[src/rtl/tlb_xlate_pkg.sv]
`timescale 1ns/1ps
package tlb_xlate_pkg;
  typedef enum logic [2:0] {
    ST_IDLE,
    ST_LOOKUP,
    ST_RD,
    ST_RDW,
    ST_WB,
    ST_RESP
  } xl_state_e;
endpackage

[src/rtl/tlb_rr_victim.sv]
`timescale 1ns/1ps
module tlb_rr_victim #(
  parameter int ENTRIES = 4,
  localparam int IDX_W = $clog2(ENTRIES)
) (
  input  logic             clk,
  input  logic             rst_n,
  input  logic             flush,
  input  logic             advance,
  output logic [IDX_W-1:0] victim
);
  logic [IDX_W-1:0] ptr_q;

  always_ff @(posedge clk) begin
    if (!rst_n || flush) begin
      ptr_q <= '0;
    end else if (advance) begin
      if (ptr_q == IDX_W'(ENTRIES - 1)) ptr_q <= '0;
      else                              ptr_q <= ptr_q + 1'b1;
    end
  end

  assign victim = ptr_q;
endmodule

[src/rtl/tlb_store.sv]
`timescale 1ns/1ps
module tlb_store #(
  parameter int ENTRIES = 4,
  parameter int PAGE_W  = 6,
  parameter int FRAME_W = 5,
  localparam int IDX_W = $clog2(ENTRIES)
) (
  input  logic               clk,
  input  logic               rst_n,
  input  logic               flush,
  input  logic [PAGE_W-1:0]  lk_page,
  output logic               lk_hit,
  output logic [IDX_W-1:0]   lk_idx,
  output logic [FRAME_W-1:0] lk_frame,
  output logic               lk_dirty,
  input  logic               fill_en,
  input  logic [IDX_W-1:0]   fill_idx,
  input  logic [PAGE_W-1:0]  fill_page,
  input  logic [FRAME_W-1:0] fill_frame,
  input  logic               fill_dirty,
  input  logic               mark_en,
  input  logic [IDX_W-1:0]   mark_idx
);
  logic [ENTRIES-1:0]         match;
  logic [ENTRIES-1:0]         dirty_vec;
  logic [ENTRIES*FRAME_W-1:0] frame_flat;

  for (genvar g = 0; g < ENTRIES; g++) begin : g_slot
    logic               v_q;
    logic               d_q;
    logic [PAGE_W-1:0]  pg_q;
    logic [FRAME_W-1:0] fr_q;

    always_ff @(posedge clk) begin
      if (!rst_n || flush) begin
        v_q  <= 1'b0;
        d_q  <= 1'b0;
        pg_q <= '0;
        fr_q <= '0;
      end else if (fill_en && fill_idx == IDX_W'(g)) begin
        v_q  <= 1'b1;
        d_q  <= fill_dirty;
        pg_q <= fill_page;
        fr_q <= fill_frame;
      end else if (mark_en && mark_idx == IDX_W'(g)) begin
        d_q  <= 1'b1;
      end
    end

    assign match[g] = v_q && (pg_q == lk_page);
    assign dirty_vec[g] = d_q;
    assign frame_flat[g*FRAME_W +: FRAME_W] = fr_q;
  end

  always_comb begin
    lk_idx   = '0;
    lk_frame = '0;
    lk_dirty = 1'b0;
    for (int i = 0; i < ENTRIES; i++) begin
      if (match[i]) begin
        lk_idx   = IDX_W'(i);
        lk_frame = frame_flat[i*FRAME_W +: FRAME_W];
        lk_dirty = dirty_vec[i];
      end
    end
  end

  assign lk_hit = |match;
endmodule

[src/rtl/tlb_xlate.sv]
`timescale 1ns/1ps
module tlb_xlate
  import tlb_xlate_pkg::*;
#(
  parameter int VA_W    = 16,
  parameter int PA_W    = 15,
  parameter int OFF_W   = 10,
  parameter int ENTRIES = 4,
  parameter int MEM_AW  = 16,
  parameter int MEM_DW  = 16
) (
  input  logic              clk,
  input  logic              rst_n,
  input  logic              flush,
  input  logic [MEM_AW-1:0] pt_base,
  input  logic              req_valid,
  output logic              req_ready,
  input  logic [VA_W-1:0]   req_vaddr,
  input  logic              req_write,
  output logic              rsp_valid,
  input  logic              rsp_ready,
  output logic [PA_W-1:0]   rsp_paddr,
  output logic              rsp_fault,
  output logic              mem_req,
  output logic              mem_we,
  input  logic              mem_gnt,
  output logic [MEM_AW-1:0] mem_addr,
  output logic [MEM_DW-1:0] mem_wdata,
  input  logic              mem_rvalid,
  input  logic [MEM_DW-1:0] mem_rdata
);
  localparam int PAGE_W  = VA_W - OFF_W;
  localparam int FRAME_W = PA_W - OFF_W;
  localparam int IDX_W   = $clog2(ENTRIES);
  localparam int RES_B   = FRAME_W;
  localparam int REF_B   = FRAME_W + 1;
  localparam int DRT_B   = FRAME_W + 2;

  xl_state_e          state_q;
  logic [VA_W-1:0]    va_q;
  logic               wr_q;
  logic [MEM_AW-1:0]  pte_addr_q;
  logic [PA_W-1:0]    paddr_q;
  logic               fault_q;
  logic [MEM_DW-1:0]  wdata_q;

  logic [PAGE_W-1:0]  cur_page;
  logic [OFF_W-1:0]   cur_off;
  logic               lk_hit, lk_dirty;
  logic [IDX_W-1:0]   lk_idx, victim;
  logic [FRAME_W-1:0] lk_frame;
  logic               fill_en, mark_en;
  logic [MEM_DW-1:0]  hit_word, upd_word;

  assign cur_page = va_q[VA_W-1:OFF_W];
  assign cur_off  = va_q[OFF_W-1:0];

  tlb_store #(.ENTRIES(ENTRIES), .PAGE_W(PAGE_W), .FRAME_W(FRAME_W)) i_store (
    .clk(clk), .rst_n(rst_n), .flush(flush),
    .lk_page(cur_page), .lk_hit(lk_hit), .lk_idx(lk_idx),
    .lk_frame(lk_frame), .lk_dirty(lk_dirty),
    .fill_en(fill_en), .fill_idx(victim), .fill_page(cur_page),
    .fill_frame(mem_rdata[FRAME_W-1:0]), .fill_dirty(upd_word[DRT_B]),
    .mark_en(mark_en), .mark_idx(lk_idx)
  );

  tlb_rr_victim #(.ENTRIES(ENTRIES)) i_victim (
    .clk(clk), .rst_n(rst_n), .flush(flush),
    .advance(fill_en), .victim(victim)
  );

  always_comb begin
    hit_word = '0;
    hit_word[FRAME_W-1:0] = lk_frame;
    hit_word[RES_B] = 1'b1;
    hit_word[REF_B] = 1'b1;
    hit_word[DRT_B] = 1'b1;
    upd_word = mem_rdata;
    upd_word[REF_B] = 1'b1;
    if (wr_q) upd_word[DRT_B] = 1'b1;
  end

  assign mark_en = (state_q == ST_LOOKUP) && lk_hit && wr_q && !lk_dirty;
  assign fill_en = (state_q == ST_RDW) && mem_rvalid && mem_rdata[RES_B];

  always_ff @(posedge clk) begin
    if (!rst_n) begin
      state_q    <= ST_IDLE;
      va_q       <= '0;
      wr_q       <= 1'b0;
      pte_addr_q <= '0;
      paddr_q    <= '0;
      fault_q    <= 1'b0;
      wdata_q    <= '0;
    end else begin
      case (state_q)
        ST_IDLE: if (req_valid) begin
          va_q       <= req_vaddr;
          wr_q       <= req_write;
          pte_addr_q <= pt_base + MEM_AW'(req_vaddr[VA_W-1:OFF_W]);
          state_q    <= ST_LOOKUP;
        end
        ST_LOOKUP: begin
          if (lk_hit) begin
            paddr_q <= {lk_frame, cur_off};
            fault_q <= 1'b0;
            if (mark_en) begin
              wdata_q <= hit_word;
              state_q <= ST_WB;
            end else begin
              state_q <= ST_RESP;
            end
          end else begin
            state_q <= ST_RD;
          end
        end
        ST_RD: if (mem_gnt) state_q <= ST_RDW;
        ST_RDW: if (mem_rvalid) begin
          if (!mem_rdata[RES_B]) begin
            fault_q <= 1'b1;
            paddr_q <= '0;
            state_q <= ST_RESP;
          end else begin
            fault_q <= 1'b0;
            paddr_q <= {mem_rdata[FRAME_W-1:0], cur_off};
            wdata_q <= upd_word;
            state_q <= (upd_word != mem_rdata) ? ST_WB : ST_RESP;
          end
        end
        ST_WB: if (mem_gnt) state_q <= ST_RESP;
        ST_RESP: if (rsp_ready) state_q <= ST_IDLE;
        default: state_q <= ST_IDLE;
      endcase
    end
  end

  assign req_ready = (state_q == ST_IDLE);
  assign rsp_valid = (state_q == ST_RESP);
  assign rsp_paddr = paddr_q;
  assign rsp_fault = fault_q;
  assign mem_req   = (state_q == ST_RD) || (state_q == ST_WB);
  assign mem_we    = (state_q == ST_WB);
  assign mem_addr  = pte_addr_q;
  assign mem_wdata = wdata_q;
endmodule

[config.mk]
export PLATFORM = sky130hd
export DESIGN_NAME = tlb_xlate
export DESIGN_NICKNAME = d
export VERILOG_FILES = /design/src/rtl/tlb_xlate_pkg.sv /design/src/rtl/tlb_rr_victim.sv /design/src/rtl/tlb_store.sv /design/src/rtl/tlb_xlate.sv
export SDC_FILE = /design/constraint.sdc
export NUM_CORES = 1
export LEC_CHECK = 0
export ABC_AREA = 1
export BUFFER_PORTS_ARGS = -buffer_cell sky130_fd_sc_hd__buf_2
export CAP_MARGIN = 0
export CORE_MARGIN = 8
export CORE_UTILIZATION = 30
export CTS_CLUSTER_SIZE = 24
export DETAILED_ROUTE_END_ITERATION = 10
export GPL_TIMING_DRIVEN = 0
export PLACE_DENSITY = 0.49
export SYNTH_ARGS = -nofsm -noshare
export SYNTH_HDL_FRONTEND = slang
export SYNTH_SLANG_ARGS = --single-unit
[constraint.sdc]
create_clock -name clk -period 5.2 [get_ports clk]
set_input_delay 1.56 -clock clk [delete_from_list [all_inputs] [get_ports clk]]
set_output_delay 1.56 -clock clk [all_outputs]
set_load 0.05 [all_outputs]
==> impl_metrics.csv, run 1 <==
group,metric,value,unit
status,status,"finished, final reports clean",
job,max_cap_violations,0,
die,dieArea,0.0244,mm2
die,die_y,156,um
cells_and_area,multi_input_area,0.00291,mm2
detailed_routing,wl_per_cell,15.1,um
die,ioPinCount,108,
pwr,powerDensity,551,mW/mm2
timing,rsz0062_at_grt,"no",
placed_design,hpwl,14300,um
synthesis,synthesis.nets,921,
critical_path,endpoint,"mem_addr[12]",
synthesis,synth_edf_count,0,
timing,finalSetupViolCount,0,
cells_and_area,final_area,0.00736,mm2
timing,clock_skew,0.0111,ns
die,core_area,0.0194,mm2
grt,grtUsageTotal,0.161,
timing,fin_crit,3.16,ns
clock_tree,worst_skew_pair.late_latency,0.43,ns
critical_path,r2r-end,"mem_wdata[3]",
cells_and_area,antennaDiodeCount,0,
clock_tree,cts_resized,0,
detailed_routing,dr.pass1.iters,5,
die,fp.dieW,156,um
timing,finalCritPeriodShare,0.608,
timing,finalWorstSetupSlack,2.04,ns
synthesis,synth_async_sr_flop_share,0,
timing,fmax,0.316,GHz
clock_tree,numCtsBuffers,17,
critical_path,cp_data_required_time,5.53,ns
clock_tree,cts.clk_slew.worst_paths,0.06,ns
placed_design,portBuffers,105,
cells_and_area,area_growth,24.7,%
cells_and_area,seq_area,0.00242,mm2
critical_path,ff2ff_path_depth,14,
clock_tree,h-tree-depth,4,
clock_tree,cts_tree,"built",
die,rows,51,
detailed_routing,viasPerCell,4.58,
clock_tree,cts_sinks,121,
clock_tree,clock_path_buffers,2,
synthesis,synth_area_leaders,"dfxtp_1 (41%), nand2_1 (15%), a21oi_1 (8.1%)",
critical_path,critPathLaunch,"req_vaddr[10]",
cells_and_area,nets,1045,
detailed_routing,wirelength,19000,um
detailed_routing,vias,5748,
synthesis,synth_most_common_cell,"nand2_1",
grt,grt_pass1_wl,30600,um
timing,finalHoldViolCount,0,
clock_tree,hold_buffers,0,
cells_and_area,fill_cells,2199,
grt,grt_pass1_vias,5670,
detailed_routing,drc,0,
placed_design,place.gp.congestion,0.814,
placed_design,dpl_cell_area,0.00676,mm2
synthesis,yosys_most_used_dff,"dfxtp_1",
synthesis,netlist_area,0.00590,mm2
critical_path,cp-end-kind,"register",
placed_design,dp_cells,1224,
synthesis,ys_ff_latch,121,
detailed_routing,ant_nets,0,
timing,worst_slew_pin_slew,0.623,ns
synthesis,yosysWarningCount,0,
synthesis,syn_avg_cell_area,6.91,um2
critical_path,cp_max_fo,3,
detailed_routing,drt_first_iter_violations,269,
placed_design,place_ws,1.58,ns
synthesis,synthCells,854,
synthesis,synth_top_cell_area_share,0.410,
critical_path,path_class,"in2reg",
cells_and_area,fin_cells,1256,
critical_path,rr_startpoint,"va_q[14]",
clock_tree,cts_setup_buffers,0,
grt,grt_max_degree,17,
worst_hold_path,min_path_type,"reg2reg",
pwr,ir_worst_vdd,0.243,mV
synthesis,yosys.area.top_type,"dfxtp_1",
cells_and_area,drive_gt1_frac,0.187,
timing,finalSetupTns,0,ns
pwr,p_leak,3.23,nW
die,start_util,0.304,
synthesis,yosysUniqueCellTypes,41,
synthesis,ys_seq_area_frac,0.410,
grt,antenna_found_initial,1,
synthesis,yosys-top-cells-count,"nand2_1 (229), dfxtp_1 (121), a21oi_1 (95)",
timing,slew_headroom,0.585,
grt,overflow,0,
critical_path,regToRegSetupSlack,2.74,ns
critical_path,worstSetupStartpointType,"input pin",
clock_tree,cts_root_buf,"clkbuf_16",
critical_path,worstPathArrival,3.49,ns
timing,drv_slew,0,
worst min-delay path by stage:
stage,startpoint,end,cells after the start
2_1_floorplan,i_store.g_slot[3].d_q,i_store.g_slot[3].d_q,2
3_3_place_gp,i_store.g_slot[3].d_q,i_store.g_slot[3].d_q,2
6_report,i_store.g_slot[3].d_q,i_store.g_slot[3].d_q,2
4_1_cts,i_store.g_slot[3].d_q,i_store.g_slot[3].d_q,2
5_1_grt,va_q[4],rsp_paddr[4],2
3_5_place_dp,i_store.g_slot[3].d_q,i_store.g_slot[3].d_q,2
layout by cell type, fill, tap and decap left out, types with 11 or more instances in the layout:
cell type,instances
inv_1,88
nand4_1,11
dfxtp_1,121
o21ai_0,59
nor2_1,71
clkbuf_1,27
nand2_1,229
nand3_1,45
clkbuf_16,17
buf_2,111
a21oi_1,95
area by class of cell:
type	count	area share
Clock inverter	15	0.0241
Timing Repair Buffer	105	0.0714
Inverter	97	0.0494
Multi-Input combinational cell	595	0.395
Sequential cell	121	0.329
Buffer	41	0.0280
Tap cell	265	0.0450
Clock buffer	17	0.0578
through the flow:
| step | total power [W] | util | hold WS, ns |
|---|---|---|---|
| 6_report | 0.00406 | 0.380 | 0.451 |
| 5_1_grt | 0.00431 | 0.380 | 0.468 |
| 4_1_cts | 0.00411 | 0.380 | 0.453 |
| 3_5_place_dp | 0.00287 | 0.349 | 0.444 |
| 3_3_place_gp | 0.00287 | 0.349 | 0.442 |
| 2_1_floorplan | 0.00243 | - | 0.428 |
critical path: stages:
cell	delay, ns
buf_2	0.09
ha_1	0.16
inv_1	0.06
fa_1	0.39
o21ai_0	0.28
nand2_1	0.08
nand2_1	0.07
nand2_1	0.04
nand2_1	0.09
nand3_1	0.13
nor2_1	0.20
nand3_1	0.10
nand2_1	0.06
nand3_1	0.06
nand2_1	0.08
inv_1	0.03
per-layer routing:
layer	share of wire	up-vias	GRT usage
met1	0.46	2595	0.202
met5	0.00053	-	0
li1	-	3014	-
met4	0.012	2	0.0549
met3	0.051	22	0.0444
met2	0.48	115	0.261
logic make-up (layout without fill, tap and decap cells):
logic type	Yosys count	in the layout	synth area share
AND/OR/NAND/NOR	386	386	0.279
AO/OA/AOI/OAI	192	192	0.181
buffers and inverters	138	275	0.0966
flip-flops	121	121	0.410
adder cells (fa/ha/maj)	11	11	0.0246
XOR/XNOR	6	6	0.00890
sequential cells by signal, summed over array words and instances, names as in the netlist, 2 cells and up:
signal / flops
rsp_paddr: 15
state_q: 3
i_store.g_slot.pg_q: 24
va_q: 16
i_victim.victim: 2
mem_wdata: 15
mem_addr: 16
i_store.g_slot.v_q: 4
i_store.g_slot.fr_q: 20
i_store.g_slot.d_q: 4
power breakdown:
group	total (W)	internal [W]	switching (W)
sequential	0.00120	0.00110	0.000105
clock	0.00122	0.000724	0.000497
combinational	0.00164	0.000440	0.00120
total	0.00406	0.00226	0.00180
No activity file was read; power rests on OpenSTA's default activity.
==> run 2, diff against run 1 <==
--- a/config.mk
+++ b/config.mk
@@ -13,7 +13,7 @@
 export CTS_CLUSTER_SIZE = 24
 export DETAILED_ROUTE_END_ITERATION = 10
 export GPL_TIMING_DRIVEN = 0
-export PLACE_DENSITY = 0.49
+export PLACE_DENSITY = 0.51
 export SYNTH_ARGS = -nofsm -noshare
 export SYNTH_HDL_FRONTEND = slang
 export SYNTH_SLANG_ARGS = --single-unit
==> constraint.sdc (replaced) <==
create_clock -name clk -period 2.8 [get_ports clk]
set_input_delay 0.84 -clock clk [delete_from_list [all_inputs] [get_ports clk]]
set_output_delay 0.84 -clock clk [all_outputs]
set_load 0.05 [all_outputs]
==> impl_metrics.csv, run 2 (synthesis gave the netlist of run 1 again) <==
group,metric,value,unit
cells_and_area,drive_gt1_frac,0.187,
cells_and_area,area_growth,24.3,%
timing,slew_headroom,0.595,
clock_tree,cts_root_buf,"clkbuf_16",
cells_and_area,final_cell_mix,"nand2_1 (229), dfxtp_1 (121), buf_2 (111)",
placed_design,hpwl,14100,um
clock_tree,cts_tree,"built",
status,status,"finished, final reports clean",
clock_tree,cts_resized,0,
timing,finalHoldViolCount,0,
clock_tree,cts_setup_buffers,0,
detailed_routing,drt_first_iter_violations,357,
clock_tree,cts.clk_slew.worst_paths,0.06,ns
cells_and_area,final_common_cell,"nand2_1",
grt,overflow,0,
timing,fmax,0.401,GHz
clock_tree,hold_buffers,0,
clock_tree,h-tree-depth,4,
detailed_routing,drc,0,
detailed_routing,wl_per_cell,14.9,um
die,ioPinCount,108,
grt,grtUsageTotal,0.157,
placed_design,dpl_cell_area,0.00676,mm2
detailed_routing,wirelength,18700,um
cells_and_area,final_area,0.00734,mm2
cells_and_area,largest_register,"i_store.g_slot.pg_q",
cells_and_area,nets,1045,
detailed_routing,viasPerCell,4.63,
critical_path,cp_max_fo,10,
cells_and_area,largest_reg_flops,24,
timing,finalSetupViolCount,0,
detailed_routing,dr.pass1.iters,6,
clock_tree,numCtsBuffers,17,
clock_tree,clock_path_buffers,2,
critical_path,cp-end-kind,"register",
grt,grt_pass1_wl,29700,um
job,max_cap_violations,0,
timing,drv_slew,0,
pwr,p_leak,3.20,nW
timing,fin_crit,2.49,ns
placed_design,place.gp.congestion,0.822,
clock_tree,cts_sinks,121,
critical_path,cp_data_required_time,3.11,ns
timing,worst_slew_pin_slew,0.607,ns
critical_path,worstPathArrival,2.81,ns
placed_design,portBuffers,105,
die,start_util,0.304,
cells_and_area,antennaDiodeCount,0,
die,core_area,0.0194,mm2
die,rows,51,
worst_hold_path,min_path_type,"reg2reg",
critical_path,path_class,"reg2reg",
pwr,total_power,0.00744,W
detailed_routing,ant_nets,0,
timing,finalSetupTns,0,ns
detailed_routing,vias,5809,
pwr,ir_worst_vdd,0.463,mV
grt,grt_pass1_vias,5555,
timing,rsz0062_at_grt,"no",
timing,clock_skew,0.00828,ns
grt,grt_max_degree,17,
critical_path,regToRegSetupSlack,0.31,ns
clock_tree,worst_skew_pair.late_latency,0.42,ns
critical_path,worstSetupStartpointType,"register",
grt,antenna_found_initial,1,
timing,whs,0.450,ns
die,die_y,156,um
timing,finalWorstSetupSlack,0.307,ns
cells_and_area,top_regs,"i_store.g_slot.pg_q: 24 flops, i_store.g_slot.fr_q: 20 flops",
die,dieArea,0.0244,mm2
placed_design,place_ws,-0.0725,ns
timing,finalCritPeriodShare,0.890,
pwr,powerDensity,1010,mW/mm2
die,fp.dieW,156,um
==> run 2: layer usage <==
metal,share of wire,track usage,vias up
met1,0.46,0.195,2659
met4,0.017,0.0572,2
met2,0.47,0.256,104
li1,-,-,3023
met3,0.045,0.0416,21
met5,0.00053,0,-
==> run 2: final cells by class <==
type / count / area [um2]
clock buffers: 18 / 439
fillers: 2146 / 12100
clock inverters: 14 / 141
repair buffers: 105 / 526
inverters: 97 / 364
multi-input cells: 595 / 2910
well taps: 265 / 332
plain buffers: 41 / 206
flip-flops and latches: 121 / 2420
==> run 2: path summary, 6_finish.rpt <==
path,from,cells after the start,end
setup reg to reg,va_q[14],14,mem_wdata[4]
hold / removal,i_store.g_slot[3].d_q,2,i_store.g_slot[3].d_q
hold reg to reg,i_store.g_slot[3].d_q,2,i_store.g_slot[3].d_q
setup / recovery,va_q[14],14,mem_wdata[4]
==> run 2: where the power goes <==
part           switching, W  total, W  internal (W)
Sequential         0.000195   0.00223       0.00204
Combinational       0.00223   0.00304      0.000816
Clock              0.000898   0.00216       0.00126
Total               0.00332   0.00744       0.00412
==> run 2: per-stage QoR <==
step                cells  utilization
finish               1256        0.378
global placement     1224        0.349
floorplan             854            -
global route         1256        0.378
CTS                  1256        0.378
detailed placement   1224        0.349
==> run 2: critical path, stage by stage, from the launching register on <==
cell      delay [ns]
dfxtp_1         0.54
inv_2           0.18
nand2_1         0.09
nand2_1         0.05
nor2_1          0.11
nand2_1         0.10
nor2_4          0.25
nor2_1          0.12
nor2_1          0.12
nand2_1         0.11
o21bai_4        0.30
nand2_4         0.08
buf_6           0.15
nor2_1          0.13
nor2_1          0.06
==> run 3, diff against run 2 <==
--- a/config.mk
+++ b/config.mk
@@ -9,11 +9,11 @@
 export BUFFER_PORTS_ARGS = -buffer_cell sky130_fd_sc_hd__buf_2
 export CAP_MARGIN = 0
 export CORE_MARGIN = 8
-export CORE_UTILIZATION = 30
+export CORE_UTILIZATION = 50
 export CTS_CLUSTER_SIZE = 24
 export DETAILED_ROUTE_END_ITERATION = 10
 export GPL_TIMING_DRIVEN = 0
-export PLACE_DENSITY = 0.51
+export PLACE_DENSITY = 0.77
 export SYNTH_ARGS = -nofsm -noshare
 export SYNTH_HDL_FRONTEND = slang
 export SYNTH_SLANG_ARGS = --single-unit
==> impl_metrics.csv, run 3 (synthesis gave the netlist of run 1 again) <==
group,metric,value,unit
die,die_y,125,um
die,rows,39,
timing,clock_skew,0.0112,ns
grt,overflow,0,
critical_path,cp_data_required_time,3.15,ns
critical_path,path_cells,"inv_2, nand2_1, nand2_1, nand3_1, nor2_4, nor2_4, nand3_1, nand2_4, buf_1, nand2_1, a21oi_2",
cells_and_area,largest_register,"i_store.g_slot.pg_q",
detailed_routing,dr.pass1.iters,5,
placed_design,hpwl,12600,um
worst_hold_path,min_path_type,"reg2reg",
cells_and_area,final_common_cell,"nand2_1",
job,max_cap_violations,0,
critical_path,cp_max_fo,10,
pwr,powerDensity,1050,mW/mm2
timing,fmax,0.408,GHz
timing,drv_slew,0,
clock_tree,worst_skew_pair.late_latency,0.42,ns
cells_and_area,drive_gt1_frac,0.187,
detailed_routing,drt_first_iter_violations,496,
grt,antenna_found_initial,0,
clock_tree,hold_buffers,0,
placed_design,dpl_cell_area,0.00661,mm2
clock_tree,h-tree-depth,4,
timing,finalCritPeriodShare,0.874,
clock_tree,cts_setup_buffers,0,
cells_and_area,nets,1045,
grt,grtUsageTotal,0.218,
clock_tree,cts.clk_slew.worst_paths,0.07,ns
placed_design,place.gp.congestion,0.938,
die,core_area,0.0115,mm2
cells_and_area,final_cell_mix,"nand2_1 (229), dfxtp_1 (121), buf_2 (111)",
pwr,total_power,0.00760,W
detailed_routing,wl_per_cell,15.1,um
pwr,p_leak,3.24,nW
timing,fin_crit,2.45,ns
cells_and_area,area_growth,22.5,%
cells_and_area,final_area,0.00724,mm2
pwr,ir_worst_vdd,0.909,mV
detailed_routing,drc,0,
critical_path,worst-path-buf-inv,2,
clock_tree,cts_root_buf,"clkbuf_16",
die,start_util,0.515,
clock_tree,cts_resized,0,
cells_and_area,antennaDiodeCount,0,
critical_path,path_class,"reg2reg",
detailed_routing,wirelength,17200,um
cells_and_area,top_regs,"i_store.g_slot.pg_q: 24 flops, i_store.g_slot.fr_q: 20 flops",
timing,worst_slew_pin_slew,0.648,ns
cells_and_area,fin_util,0.631,
critical_path,worstSetupStartpointType,"register",
critical_path,slowest_delay,0.52,ns
cells_and_area,largest_reg_flops,24,
placed_design,portBuffers,105,
detailed_routing,vias,6059,
die,dieArea,0.0155,mm2
timing,finalSetupViolCount,0,
clock_tree,cts_tree,"built",
clock_tree,numCtsBuffers,17,
clock_tree,clock_path_buffers,2,
clock_tree,cts_sinks,121,
timing,rsz0062_at_grt,"no",
die,ioPinCount,108,
detailed_routing,viasPerCell,5.34,
status,status,"finished, final reports clean",
die,fp.dieW,125,um
timing,slew_headroom,0.568,
grt,grt_pass1_wl,28200,um
critical_path,crit_slowest_cell,"dfxtp_1",
grt,grt_pass1_vias,5908,
timing,finalHoldViolCount,0,
cells_and_area,fill_cells,1047,
detailed_routing,ant_nets,0,
critical_path,cp-end-kind,"register",
critical_path,worstPathArrival,2.80,ns
timing,finalSetupTns,0,ns
critical_path,path_delay_family,"simple AND/OR/NAND/NOR gates",
critical_path,crit_path_frequent_cell,"nand2_1",
grt,grt_max_degree,17,
==> run 3: cell types whose count changed in the layout (fill, tap and decap cells not counted) <==
cell,change
clkinvlp_4,-3
inv_6,+1
clkbuf_8,-1
bufinv_16,+2
inv_8,+2
clkinv_4,-1
==> run 3: tightest hold or removal path: cells and delay by family (launching register included) <==
family           cells  cell delay (ns)
flip-flops           1             0.32
AND/OR/NAND/NOR      1             0.07
AO/OA/AOI/OAI        1             0.04
==> run 3: path summary, 6_finish.rpt <==
check / start / to / slack (ns) / cells after the start
max reg2reg: va_q[13] / rsp_paddr[1] / 0.35 / 11
min: va_q[7] / rsp_paddr[7] / 0.46 / 2
max: va_q[13] / rsp_paddr[1] / 0.35 / 11
min reg2reg: va_q[7] / rsp_paddr[7] / 0.46 / 2
==> run 3: report_power, final <==
group          internal, W  total, W  switching, W
clock network      0.00144   0.00234      0.000908
logic             0.000816   0.00302       0.00220
registers          0.00204   0.00223      0.000195
total              0.00429   0.00760       0.00331
==> run 3: through the flow <==
stage                     hold WS [ns]  setup slack [ns]  std cells
after global placement           0.444           -0.0269       1102
after global routing             0.474             0.124       1134
after floorplan                  0.428             0.245        854
after CTS                        0.456             0.353       1134
after detailed placement         0.448           -0.0473       1102
final                            0.455             0.352       1134
==> run 3: area by class of cell <==
class                      instances  area, um2  area share
clock inverter                    15        201      0.0278
timing repair buffer             105        526      0.0726
buffer                            41        206      0.0285
sequential                       121       2420       0.335
clock buffer                      17        425      0.0588
tap                              143        179      0.0247
inverter                          97        364      0.0503
multi-input combinational        595       2910       0.402
==> run 3: layer usage <==
metal / vias up / track usage / routed length (um)
met5: - / 0 / 0
met4: 0 / 0.0907 / 385
met3: 34 / 0.0553 / 1160
met2: 213 / 0.355 / 7940
met1: 2799 / 0.267 / 7670
li1: 3013 / - / -
